`src/rtl/smm_hdr_ptr.sv`:
```
module smm_hdr_ptr #(
  parameter int AW = 32
) (
  input  logic          clk,
  input  logic          rst_n,
  input  logic [AW-1:0] region_base,
  input  logic [AW-1:0] region_size,
  input  logic          region_wr,
  input  logic          entry_req,
  input  logic          sw_wr,
  input  logic [AW-1:0] sw_wdata,
  output logic [AW-1:0] sw_rdata,
  output logic          save_valid,
  output logic [AW-1:0] save_addr
);
  localparam int PW = AW - 2;

  logic [PW-1:0] ptr_q;
  logic          vld_q;
  logic [PW-1:0] save_q;
  logic          save_v_q;

  wire [AW-1:0] top_w     = region_base + region_size;
  wire [PW-1:0] entry_ptr = vld_q ? ptr_q : top_w[AW-1:2];
  wire          unused_bits = &{1'b0, sw_wdata[1], top_w[1:0]};

  always_ff @(posedge clk or negedge rst_n) begin
    if (!rst_n) begin
      ptr_q    <= '0;
      vld_q    <= 1'b0;
      save_q   <= '0;
      save_v_q <= 1'b0;
    end else begin
      save_v_q <= entry_req;
      if (entry_req) save_q <= entry_ptr;
      if (sw_wr) begin
        ptr_q <= sw_wdata[AW-1:2];
        vld_q <= sw_wdata[0];
      end else if (region_wr) begin
        vld_q <= 1'b0;
      end else if (entry_req && !vld_q) begin
        ptr_q <= top_w[AW-1:2];
        vld_q <= 1'b1;
      end
    end
  end

  assign sw_rdata   = {ptr_q, 1'b0, vld_q};
  assign save_addr  = {save_q, 2'b00};
  assign save_valid = save_v_q;

  assert_entry_ready_R8: assert property (@(posedge clk) disable iff (!rst_n)
    entry_req |=> save_valid);
  assert_no_spurious_ready_R8: assert property (@(posedge clk) disable iff (!rst_n)
    !entry_req |=> !save_valid);
  assert_addr_hold_R8: assert property (@(posedge clk) disable iff (!rst_n)
    !entry_req |=> $stable(save_addr));
  assert_invalidate_R3: assert property (@(posedge clk) disable iff (!rst_n)
    (region_wr && !sw_wr) |=> (sw_rdata[0] == 1'b0) && (sw_rdata[AW-1:2] == $past(sw_rdata[AW-1:2])));
  assert_sw_write_R4: assert property (@(posedge clk) disable iff (!rst_n)
    sw_wr |=> (sw_rdata[AW-1:2] == $past(sw_wdata[AW-1:2])) && (sw_rdata[0] == $past(sw_wdata[0])));
  assert_lazy_addr_R5: assert property (@(posedge clk) disable iff (!rst_n)
    (entry_req && !sw_rdata[0]) |=> save_addr[AW-1:2] == $past(top_w[AW-1:2]));
  assert_lazy_load_R6: assert property (@(posedge clk) disable iff (!rst_n)
    (entry_req && !sw_rdata[0] && !sw_wr && !region_wr) |=>
      sw_rdata[0] && (sw_rdata[AW-1:2] == save_addr[AW-1:2]));
  assert_valid_reuse_R7: assert property (@(posedge clk) disable iff (!rst_n)
    (entry_req && sw_rdata[0]) |=> save_addr == {$past(sw_rdata[AW-1:2]), 2'b00});
endmodule

```
`config.mk`:
```
export PLATFORM = sky130hd
export DESIGN_NAME = smm_hdr_ptr
export DESIGN_NICKNAME = d
export VERILOG_FILES = /design/src/rtl/smm_hdr_ptr.sv
export SDC_FILE = /design/constraint.sdc
export NUM_CORES = 1
export LEC_CHECK = 0
export ABC_AREA = 1
export BUFFER_PORTS_ARGS = -buffer_cell sky130_fd_sc_hd__clkbuf_2
export CAP_MARGIN = 20
export CORE_MARGIN = 5
export CORE_UTILIZATION = 30
export CTS_CLUSTER_DIAMETER = 40
export DETAILED_ROUTE_END_ITERATION = 12
export GPL_TIMING_DRIVEN = 0
export SLEW_MARGIN = 20
export SYNTH_ARGS = -nofsm -noshare
export SYNTH_HDL_FRONTEND = slang
export SYNTH_SLANG_ARGS = --single-unit
```
`constraint.sdc`:
```
create_clock -name clk -period 1.7 [get_ports clk]
set_clock_uncertainty 0.1 [all_clocks]
set_input_delay 0.34 -clock clk [delete_from_list [all_inputs] [get_ports clk]]
set_output_delay 0.34 -clock clk [all_outputs]
set_load 0.005 [all_outputs]
```
==> impl_metrics.ini <==
[critical_path]
worstPathMaxFanout = 4
cpMostUsedCell = nand2_1
critPathArrivalTime_ns = 1.83
crit_required_ns = 1.85
crit_chain = clkbuf_2 -> ha_4 -> inv_1 -> o21bai_4 -> nand2_1 -> nand2_2 -> nand2_1 -> nand2_2 -> xor2_1 -> nand2_1 -> o211ai_1
cpPeakStageDelay_ns = 0.30
endpoint_kind = flip-flop
crit_slowest_cell = xor2_1
startpoint = region_size[1]
critPathBufInv = 2
cp_top_family = simple AND/OR/NAND/NOR gates
worstSetupPathType = in2reg
worst_setup_path_start_kind = input port
r2r-start = vld_q

[synth]
synth_edf_count = 0
syn_inst = 895
async_reset_ff_share_pct = 100
synth_ff_type = dfrtp_1
yosysSeqAreaShare_pct = 28.9
synth_area_leader_cell = dfrtp_1
syn_area_mm2 = 0.00537
syn_area_per_cell_um2 = 6.00
yosysTopAreaCellShare_pct = 28.9
ys_top_cells_by_area = dfrtp_1, nand2_1, inv_1, ha_1, nand3_1
ys_top_cells_by_count = nand2_1, inv_1, nor2_1
synth_seq_cells = 62
synth_most_common_cell = nand2_1
synth.distinct_cells = 33
yosysWarnings = 0

[sta]
finalCriticalPeriod_ns = 1.68
tightest_slew_ns = 0.527
max_slew_margin_pct = 64.9
final.setup.tns_ns = 0
finalHoldViolCount = 0
grt_setup_unrepaired = true
fmax_mhz = 597
finalSetupViolations = 0
hold_ws_ns = 0.125
period_share_pct = 98.6
slew_violations = 0
final.setup.worst_slack_ns = 0.0246

[global_route]
grt_antenna_before_repair = 0
grtUsageTotal_pct = 17.0
grt_pass1_vias = 5482
grt_max_degree = 33
grt.overflow.total = 0
grt_pass1_wl_mm = 27.6

[worst_hold_path]
hp-start = sw_wdata[28]
hp-class = in2reg

[die]
start_util_pct = 30.2
die_w_um = 144
core-area_mm2 = 0.0178
io_pins = 166
die_area_mm2 = 0.0207
fp.dieH_um = 144
std_cell_rows = 49

[cts]
clk_pin_slew_ns = 0.06
tritoncts = yes
cts_num_sinks = 62
root_buffer = clkbuf_16
clkLatencyLatePin_ns = 0.33
clock_path_buffers = 2
cts_buffers = 9
h-tree-depth = 3

[power]
switching_share_pct = 34.5
p_per_area_mw_per_mm2 = 783
comb_power_share_pct = 36.5
clock_power_share_pct = 33.2
seqPwrFrac_pct = 30.2
vdd_drop_max_v = 0.000624
leakage_uw = 0.00440
p_int_uw = 3970
p_sw_uw = 2090

[routing]
drc = 0
avgViaCountPerCell = 4.47
ant_nets = 0
dr.first_iter.drc_count = 279
avgRoutedWirePerCell_um = 14.0
via_count = 5876
wl_mm = 18.4
first_pass_iters = 5

[status]
status = finished, final reports clean

[cells_and_area]
area_growth_pct = 44.1
final_util_pct = 43.5
instances_no_fill = 1316
drive_gt1_share_pct = 35.1
nets = 1213
antenna_cells = 0

[placed_design]
post-place-ws_ns = -0.460
dpl.cell_count = 1287
io_buffers = 160
dp_hpwl_mm = 15.1
place_congestion = 0.850

[job]
cap_viol_max_count = 0
layout make-up:
type	instances	area [um2]
clock inverter	5	81.3
inverter	151	572
clock buffer	11	253
multi-input combinational	660	3920
buffer	24	150
timing repair buffer	174	923
sequential	62	1550
tap	229	287
fill	1908	10000
placed cells by master (no fill, tap or decap), drive strengths merged:
cell and count:
dfrtp 62, inv 151, nor3 3, xor2 7, o21bai 6, and3 1, conb 3, o211ai 11
xnor2 8, nand2 416, o21ai 15, clkinvlp 1, dlygate4sd3 1, buf 23, a21o 1, ha 30
nand3 52, bufinv 2, o21a 2, and2 1, nor2 68, nand3b 1, dlygate4sd1 1, clkbuf 184
clkinv 2, a21oi 35
worst register-to-register path, stage by stage, from the launching register on:
cell and delay, ns:
dfrtp_1 0.37, buf_2 0.18, inv_6 0.12, nand3_2 0.11, nand2_2 0.11, inv_2 0.10, clkbuf_4 0.21, nand2_1 0.08
nand3_1 0.07
path summary, 6_finish.rpt:
path | endpoint | slack [ns] | cells after the start
min | ptr_q[26] | 0.13 | 3
max | ptr_q[6] | 0.02 | 11
max reg2reg | ptr_q[22] | 0.13 | 8
min reg2reg | save_q[21] | 0.38 | 2
max in group asynchronous | save_q[2] | 0.54 | 3
min in group asynchronous | save_q[26] | 0.43 | 2
sequential cells by signal, summed over array words and instances, names as in the netlist:
signal,count
ptr_q,30
save_q,30
save_valid,1
vld_q,1
layer usage:
layer,part of all wire (%),GRT usage [%],vias to the layer above
met2,47,27.7,139
met5,0,0,-
met3,4.7,1.96,14
li1,-,-,3071
met4,1.0,4.11,0
met1,48,24.1,2652
repair_timing:
item,CTS,global route
hold endpoints to repair,31,0
pin swaps,1,37
setup buffers,1,11
hold buffers,1,0
setup endpoints to repair,41,49
gates resized for setup,35,134
logic make-up (layout without fill, tap and decap cells):
| kind of cell | Yosys count | in the layout | synth area share [%] |
|---|---|---|---|
| AO/OA/AOI/OAI | 70 | 70 | 7.67 |
| XOR/XNOR | 15 | 15 | 2.45 |
| adder cells (fa/ha/maj) | 30 | 30 | 6.99 |
| buffers and inverters | 175 | 365 | 13.2 |
| flip-flops | 62 | 62 | 28.9 |
| other | 1 | 3 | 0.0698 |
| AND/OR/NAND/NOR | 542 | 542 | 40.8 |
power by group through the flow:
stage / clock [uW] / sequential (uW) / combinational [uW]
after detailed placement: 0 / 1860 / 1890
after global placement: 0 / 1850 / 1880
after floorplan: 0 / 1850 / 1110
after global routing: 2110 / 1850 / 2470
after CTS: 2040 / 1830 / 1960
final: 2010 / 1830 / 2210
stage by stage:
step | power (uW) | instance area (um2)
finish | 6060 | 7740
detailed placement | 3750 | 6620
CTS | 5840 | 7110
global route | 6440 | 7740
floorplan | 2960 | 5510
global placement | 3730 | 6600
Power figures use the tool's default switching activity.
